**config.mk**
```make
export PLATFORM = sky130hd
export DESIGN_NAME = dmr_replay_ctrl
export DESIGN_NICKNAME = d
export VERILOG_FILES = /design/src/rtl/dmr_sched_pkg.sv /design/src/rtl/dmr_sched_rom.sv /design/src/rtl/dmr_copy_reg.sv /design/src/rtl/dmr_mul_pipe.sv /design/src/rtl/dmr_replay_ctrl.sv
export SDC_FILE = /design/constraint.sdc
export NUM_CORES = 1
export LEC_CHECK = 0
export ABC_CLOCK_PERIOD_IN_PS = 16800
export BUFFER_PORTS_ARGS = -buffer_cell sky130_fd_sc_hd__buf_2
export CAP_MARGIN = 25
export CORE_ASPECT_RATIO = 1.25
export CORE_UTILIZATION = 30
export DETAILED_ROUTE_END_ITERATION = 7
export SLEW_MARGIN = 10
export SYNTH_ARGS = -nofsm -noshare
export SYNTH_HDL_FRONTEND = slang
export SYNTH_HIERARCHICAL = 1
export SYNTH_SLANG_ARGS = --single-unit
```
**constraint.sdc**
```tcl
create_clock -name clk -period 16.8 [get_ports clk]
set_input_delay 3.36 -clock clk [delete_from_list [all_inputs] [get_ports clk]]
set_output_delay 3.36 -clock clk [all_outputs]
set_load 0.05 [all_outputs]
```
**src/rtl/dmr_sched_pkg.sv**
```systemverilog
package dmr_sched_pkg;
    localparam int STEP_W  = 3;
    localparam int MUL_LAT = 2;
    localparam int A_PRI   = 0;
    localparam int A_SEC   = 1;
    localparam int B_PRI   = 2;
    localparam int B_SEC   = 3;
    localparam int A_CMP   = A_SEC + 1;
    localparam int B_CMP   = B_SEC + MUL_LAT;
    localparam int LAST    = B_CMP;

    typedef enum logic [2:0] {ISS_NONE, ISS_AP, ISS_AS, ISS_BP, ISS_BS} issue_e;
    typedef enum logic [1:0] {CMP_NONE, CMP_A, CMP_B} cmp_e;
    typedef enum logic [1:0] {ST_IDLE, ST_RUN, ST_REWIND, ST_DONE} state_e;

    typedef struct packed {
        issue_e              issue;
        cmp_e                cmp;
        logic [STEP_W-1:0]   rewind;
    } row_t;

    function automatic row_t sched_row(input logic [STEP_W-1:0] s);
        row_t r;
        r.issue  = ISS_NONE;
        r.cmp    = CMP_NONE;
        r.rewind = '0;
        if (s == STEP_W'(A_PRI))      r.issue = ISS_AP;
        else if (s == STEP_W'(A_SEC)) r.issue = ISS_AS;
        else if (s == STEP_W'(B_PRI)) r.issue = ISS_BP;
        else if (s == STEP_W'(B_SEC)) r.issue = ISS_BS;
        if (s == STEP_W'(A_CMP)) begin
            r.cmp    = CMP_A;
            r.rewind = STEP_W'(A_PRI);
        end else if (s == STEP_W'(B_CMP)) begin
            r.cmp    = CMP_B;
            r.rewind = STEP_W'(B_PRI);
        end
        return r;
    endfunction
endpackage

```
**src/rtl/dmr_sched_rom.sv**
```systemverilog
module dmr_sched_rom
    import dmr_sched_pkg::*;
(
    input  logic [STEP_W-1:0] step,
    output row_t              row
);
    always_comb row = sched_row(step);
endmodule

```
**src/rtl/dmr_copy_reg.sv**
```systemverilog
module dmr_copy_reg #(
    parameter int W        = 16,
    parameter int FLIP_BIT = 0
) (
    input  logic         clk,
    input  logic         rst_n,
    input  logic         we,
    input  logic [W-1:0] d,
    input  logic         inj_exec,
    input  logic         inj_reg,
    output logic [W-1:0] q
);
    localparam logic [W-1:0] MASK = W'(1) << FLIP_BIT;

    always_ff @(posedge clk) begin
        if (!rst_n)       q <= '0;
        else if (we)      q <= inj_exec ? (d ^ MASK) : d;
        else if (inj_reg) q <= q ^ MASK;
    end
endmodule

```
**src/rtl/dmr_mul_pipe.sv**
```systemverilog
module dmr_mul_pipe #(
    parameter int W   = 16,
    parameter int LAT = 2
) (
    input  logic           clk,
    input  logic           rst_n,
    input  logic           flush,
    input  logic           in_vld,
    input  logic           in_sec,
    input  logic [W-1:0]   x,
    input  logic [W-1:0]   y,
    output logic           out_vld,
    output logic           out_sec,
    output logic [2*W-1:0] out_prod
);
    localparam int DEPTH = LAT - 1;
    localparam int PW    = 2 * W;

    logic          vld_q  [DEPTH];
    logic          sec_q  [DEPTH];
    logic [PW-1:0] prod_q [DEPTH];

    always_ff @(posedge clk) begin
        if (!rst_n || flush) begin
            vld_q[0]  <= 1'b0;
            sec_q[0]  <= 1'b0;
            prod_q[0] <= '0;
        end else begin
            vld_q[0]  <= in_vld;
            sec_q[0]  <= in_sec;
            prod_q[0] <= PW'(x) * PW'(y);
        end
    end

    for (genvar g = 1; g < DEPTH; g++) begin : g_stage
        always_ff @(posedge clk) begin
            if (!rst_n || flush) begin
                vld_q[g]  <= 1'b0;
                sec_q[g]  <= 1'b0;
                prod_q[g] <= '0;
            end else begin
                vld_q[g]  <= vld_q[g-1];
                sec_q[g]  <= sec_q[g-1];
                prod_q[g] <= prod_q[g-1];
            end
        end
    end

    assign out_vld  = vld_q[DEPTH-1];
    assign out_sec  = sec_q[DEPTH-1];
    assign out_prod = prod_q[DEPTH-1];
endmodule

```
**src/rtl/dmr_replay_ctrl.sv**
```systemverilog
module dmr_replay_ctrl
    import dmr_sched_pkg::*;
#(
    parameter int W           = 16,
    parameter int PENALTY_MAX = 4,
    parameter int FLIP_BIT    = 0,
    parameter int CNT_W       = 8
) (
    input  logic             clk,
    input  logic             rst_n,
    input  logic             start,
    input  logic [W-1:0]     opnd_a,
    input  logic [W-1:0]     opnd_b,
    input  logic [3:0]       inj_exec,
    input  logic [3:0]       inj_reg,
    output logic [2*W-1:0]   result,
    output logic             done,
    output logic             replay,
    output logic [CNT_W-1:0] replay_cycles,
    output logic             penalty_over
);
    localparam int PW   = 2 * W;
    localparam int SP_W = STEP_W + 1;

    state_e            state_q;
    logic [STEP_W-1:0] step_q;
    logic [STEP_W-1:0] end_q;
    logic [CNT_W-1:0]  cnt_q;
    logic              pen_q;
    logic [W-1:0]      opa_q;
    logic [W-1:0]      opb_q;

    row_t              row;
    logic              active;
    logic [W-1:0]      sum;
    logic [1:0]        a_we;
    logic [W-1:0]      a_q [2];
    logic [PW-1:0]     b_q [2];
    logic              mul_in_vld;
    logic              mul_in_sec;
    logic [W-1:0]      mul_x;
    logic              mul_out_vld;
    logic              mul_out_sec;
    logic [PW-1:0]     mul_out_prod;
    logic              mis_a;
    logic              mis_b;
    logic              mis;
    logic              last_ok;
    logic [SP_W-1:0]   span;

    dmr_sched_rom u_rom (.step(step_q), .row(row));

    assign active = (state_q == ST_RUN) || (state_q == ST_REWIND);
    assign sum    = opa_q + opb_q;
    assign a_we[0] = active && (row.issue == ISS_AP);
    assign a_we[1] = active && (row.issue == ISS_AS);

    for (genvar g = 0; g < 2; g++) begin : g_add_copy
        dmr_copy_reg #(.W(W), .FLIP_BIT(FLIP_BIT)) u_copy (
            .clk(clk), .rst_n(rst_n), .we(a_we[g]), .d(sum),
            .inj_exec(inj_exec[g]), .inj_reg(inj_reg[g]), .q(a_q[g])
        );
    end

    // Primary multiply reads the add primary copy; secondary reads the add secondary copy.
    assign mul_in_vld = active && ((row.issue == ISS_BP) || (row.issue == ISS_BS));
    assign mul_in_sec = (row.issue == ISS_BS);
    assign mul_x      = mul_in_sec ? a_q[1] : a_q[0];

    dmr_mul_pipe #(.W(W), .LAT(MUL_LAT)) u_mul (
        .clk(clk), .rst_n(rst_n), .flush(mis),
        .in_vld(mul_in_vld), .in_sec(mul_in_sec), .x(mul_x), .y(opb_q),
        .out_vld(mul_out_vld), .out_sec(mul_out_sec), .out_prod(mul_out_prod)
    );

    for (genvar g = 0; g < 2; g++) begin : g_mul_copy
        dmr_copy_reg #(.W(PW), .FLIP_BIT(FLIP_BIT)) u_copy (
            .clk(clk), .rst_n(rst_n),
            .we(mul_out_vld && (mul_out_sec == 1'(g))), .d(mul_out_prod),
            .inj_exec(inj_exec[2+g]), .inj_reg(inj_reg[2+g]), .q(b_q[g])
        );
    end

    assign mis_a   = active && (row.cmp == CMP_A) && (a_q[0] != a_q[1]);
    assign mis_b   = active && (row.cmp == CMP_B) && (b_q[0] != b_q[1]);
    assign mis     = mis_a || mis_b;
    assign last_ok = active && (step_q == STEP_W'(LAST)) && !mis;
    assign span    = SP_W'(step_q) - SP_W'(row.rewind) + SP_W'(1);

    always_ff @(posedge clk) begin
        if (!rst_n) begin
            opa_q <= '0;
            opb_q <= '0;
        end else if ((state_q == ST_IDLE) && start) begin
            opa_q <= opnd_a;
            opb_q <= opnd_b;
        end
    end

    always_ff @(posedge clk) begin
        if (!rst_n) begin
            state_q <= ST_IDLE;
            step_q  <= '0;
            end_q   <= '0;
            cnt_q   <= '0;
            pen_q   <= 1'b0;
        end else begin
            unique case (state_q)
                ST_IDLE: begin
                    if (start) begin
                        state_q <= ST_RUN;
                        step_q  <= '0;
                        cnt_q   <= '0;
                        pen_q   <= 1'b0;
                    end
                end
                ST_RUN, ST_REWIND: begin
                    if (state_q == ST_REWIND) cnt_q <= cnt_q + CNT_W'(1);
                    if (mis) begin
                        state_q <= ST_REWIND;
                        step_q  <= row.rewind;
                        end_q   <= step_q;
                        if (span > SP_W'(PENALTY_MAX)) pen_q <= 1'b1;
                    end else if (last_ok) begin
                        state_q <= ST_DONE;
                    end else begin
                        if ((state_q == ST_REWIND) && (step_q == end_q)) state_q <= ST_RUN;
                        step_q <= step_q + STEP_W'(1);
                    end
                end
                ST_DONE: state_q <= ST_IDLE;
                default: state_q <= ST_IDLE;
            endcase
        end
    end

    always_comb begin
        done          = (state_q == ST_DONE);
        replay        = (state_q == ST_REWIND);
        replay_cycles = cnt_q;
        penalty_over  = pen_q;
        result        = b_q[0];
    end
endmodule

```
==> results <==
- Yosys printed 6 warnings.
- Max-cap violations in this run came to 0.
- The share of post-route cells with drive strength above 1 is 9.29%.
- The dominant cell type by count on the critical path is sky130_fd_sc_hd__fa_1.
- The number of synthesized flops with an enable pin is 0.
- The wire length per cell is 16.2 microns.
- The clock tree buffer depth is 2.
- Hold repair after CTS inserted 0 buffers.
- Dividing total power by cell area gives a power density of 61.4 nW/um^2.
- In this run, distinct cell masters in the synthesized netlist total 70.
- 86 I/O pins were placed.
- At the pin with the least slew margin, the transition time is 0.976 ns.
- The worst-case IR drop observed on VDD is 0.0609 mV.
- The library cells used most frequently in the layout, excluding fill and tap cells, are sky130_fd_sc_hd__inv_1 (238), sky130_fd_sc_hd__nand2_1 (237), sky130_fd_sc_hd__fa_1 (196), sky130_fd_sc_hd__dfxtp_1 (179), sky130_fd_sc_hd__and2_1 (132).
- In the synthesized netlist the dominant register cell turns out to be sky130_fd_sc_hd__dfxtp_1.
- TritonCTS built the clock tree.
- The final antenna diode count is 0.
- The share of the Yosys chip area taken by registers is 21.0%.
- The capturing element type of the critical path is a register.
- The final clock period utilization by the worst path is 44.5%.
- The slowest cell on the critical path is sky130_fd_sc_hd__o311ai_0.
- The via count of the first global-routing pass is 13200.
- The library cell used most frequently in the layout, excluding fill and tap cells, is sky130_fd_sc_hd__inv_1.
- The worst setup margin is 9.33 ns.
- The core region is 56200 sq um.
- The run finished with clean final reports.
- The area of the die is 57900 sq um.
- Clock tree synthesis selected as its root buffer the cell sky130_fd_sc_hd__clkbuf_16.
- The overall global routing resource usage is 15.3%.
- The total of fill cells in the finished design is 5764.
- The routed via count is 12400.
- Setup repair after global routing left no endpoint under its margin.
- The number of nets with antenna violations after detailed routing is 0.
- Entering global routing, the biggest net connects 79 pins.
- The worst path in the final design needs a cycle of 7.47 ns, including I/O delays and setup.
- Summed over all nets, the half-perimeter wirelength after detailed placement is 33200 microns.
- The DRC violation total after the first TritonRoute iteration is 767.
- The number of buffers inserted by post-CTS setup repair is 0.
- Clock skew on the completed layout was measured at 0.0178 ns.
- The clock network latency to the later pin of the worst-skew pair is 0.46 ns.
- The per-cell via count in the routed design is 4.71.
- The clock slew seen by the registers of the worst setup and hold paths is 0.08 ns.
- The maximum clock frequency is 0.134 GHz.
- In this run, CTS created clock tree buffers numbering 17.
- The leakage power of the design is 0.00824 uW.
- The number of gates resized after CTS was 0.
- The pre-antenna-repair detailed-routing pass consisted of 5 iterations.
- The signal on the critical path passes through xnor2_1 > nor2_1 > nor3b_2 > buf_4 > mux2_2 > and2_1 > fa_1 > inv_1 > fa_1 > fa_1 > fa_1 > inv_1 > fa_1 > inv_1 > fa_1 > inv_1 > ha_1 > nand4_1 > a211oi_1 > o211a_4 > o41ai_4 > o311ai_0.
- The die extent in x is 215 microns.
- The kind of critical path is reg -> reg.
- In this run the worst hold path is classified as reg -> reg.
- For this configuration, the core starts out at a cell density of 30.4%.
- The number of antenna violations at the first check in global routing is 0.
- Counting every sink on the clock net gives 179.
- The count of non-filler cells in the finished layout is 2637.
- In this run the worst path has a maximum fanout of 18.
- The routed design has 42700 microns of wire.
- Synthesis produced 1846 cells.
- The critical path startpoint category is a register.
- The net count reported at finish is 2251.
- The post-placement setup slack is 9.39 ns.
- STA puts the critical path data required time at 17.07 ns.
- Setup violations remaining at the end of the flow were counted as 0.
- Summed over all failing endpoints, the final setup total negative slack is 0 ns.
- The growth of design area from synthesis to finish is 9.38%.
- In this run, placement finished with an instance count of 2604.
- The final weighted congestion in routability-driven placement is 0.854.
- The register bit count reported by yosys is 179.
- The first global-routing pass estimated 69900 microns of wire.
- The maximum cell stage delay along the critical path is 0.64 ns.
- Global routing finished with a remaining overflow of 0.
- The post-synthesis area per instance is 9.26 sq um.
- The hold slack is 0.443 ns.
- From bottom edge to top edge, the die measures 269 microns.
- After detailed routing, the number of remaining DRC violations is 0.
- The arrival time reported for the critical path endpoint is 7.74 ns.
- The share of flip-flops with an asynchronous set or reset after synthesis is 0%.
- The total count of max-transition violations in the final report is 0.
- The area of the mapped netlist is 17100 sq um.
- Headroom to the max-slew limit came out at 34.8%.
- During placement, the flow inserted port buffers numbering 85.
- The H-tree was split into 4 levels.
- The final hold violation count came to 0.
- For this run, the share of the core covered by cells in the final layout is 33.3%.
- The number of rows created at floorplan is 97.
report_power, final:
group	internal, uW	total (uW)	switching (uW)	leakage [uW]
combinational	105	271	165	0.00650
clock	199	398	198	0.000286
sequential	444	478	34.4	0.00145
total	749	1150	398	0.00824
cell type report:
class | instances | area [sq um] | area share [%]
clock inverters | 15 | 161 | 0.864
well taps | 742 | 928 | 4.97
clock buffers | 17 | 425 | 2.28
multi-input cells | 1346 | 12100 | 64.9
flip-flops and latches | 179 | 3580 | 19.2
repair buffers | 100 | 566 | 3.03
inverters | 238 | 893 | 4.78
routing by layer:
layer / wire length, microns / share of wire [%] / vias to the layer above / GRT usage (%)
li1: - / - / 5933 / -
met1: 17700 / 41 / 6143 / 17.8
met2: 22400 / 52 / 271 / 28.8
met3: 1480 / 3.5 / 63 / 1.90
met4: 1160 / 2.7 / 0 / 5.50
met5: 0 / 0 / - / 0
path summary, 6_finish.rpt:
kind / start / endpoint / slack (ns) / cells past startpoint
worst max-delay path: step_q[0] / u_mul/prod_q[0][26] / 9.33 / 22
worst min-delay path: penalty_over / penalty_over / 0.44 / 2
worst min register to register: penalty_over / penalty_over / 0.44 / 2
worst max register to register: step_q[0] / u_mul/prod_q[0][26] / 9.33 / 22
through the flow:
stage	area (sq um)	power, uW
finish	18700	1150
detailed placement	18100	759
CTS	18700	1160
floorplan	17100	677
global placement	18000	752
global route	18700	1210
sequential cells by signal, summed over array words and instances, names as in the netlist, 2 cells and up:
signal,flops
state_q,2
opb_q,16
g_add_copy.u_copy/q,32
g_mul_copy.u_copy/q,64
opa_q,16
step_q,3
replay_cycles,8
u_mul/prod_q,32
end_q,3
cell usage after synthesis (all sizes together), types with 11 or more instances:
library cell	instances	area, sq um
ha	130	1630
nand2b	11	98.8
nor2	55	206
clkbuf	58	219
and2	133	832
inv	238	893
nor2b	103	644
nand2	237	890
a21o	13	97.6
xnor2	82	718
fa	196	3920
a21boi	36	270
xor2	20	175
o21ai	35	183
mux2	16	180
a21oi	42	210
nand4	22	138
mux2i	100	1000
buf	26	289
dfxtp	179	3580
cell families after synthesis:
group / count (synthesis) / share of synthesized area (%)
buffers and inverters: 322 / 8.20
other: 1 / 0.0219
multiplexers: 116 / 6.91
AO/OA/AOI/OAI: 187 / 7.70
adder cells (fa/ha/maj): 326 / 32.5
XOR/XNOR: 102 / 5.23
flip-flops: 179 / 21.0
AND/OR/NAND/NOR: 613 / 18.5
worst max-delay path, delay by kind of cell, from the launching register on:
family                     cells  cell delay, ns
DFF                            1            0.58
muxes                          1            0.50
and+or+nand+nor                4            0.68
buffers and inverters          5            0.47
AOI/OAI and AO/OA              4            1.42
adders and majority gates      7            3.45
xor gates and xnor gates       1            0.17
(Power assumes the default switching activity.)
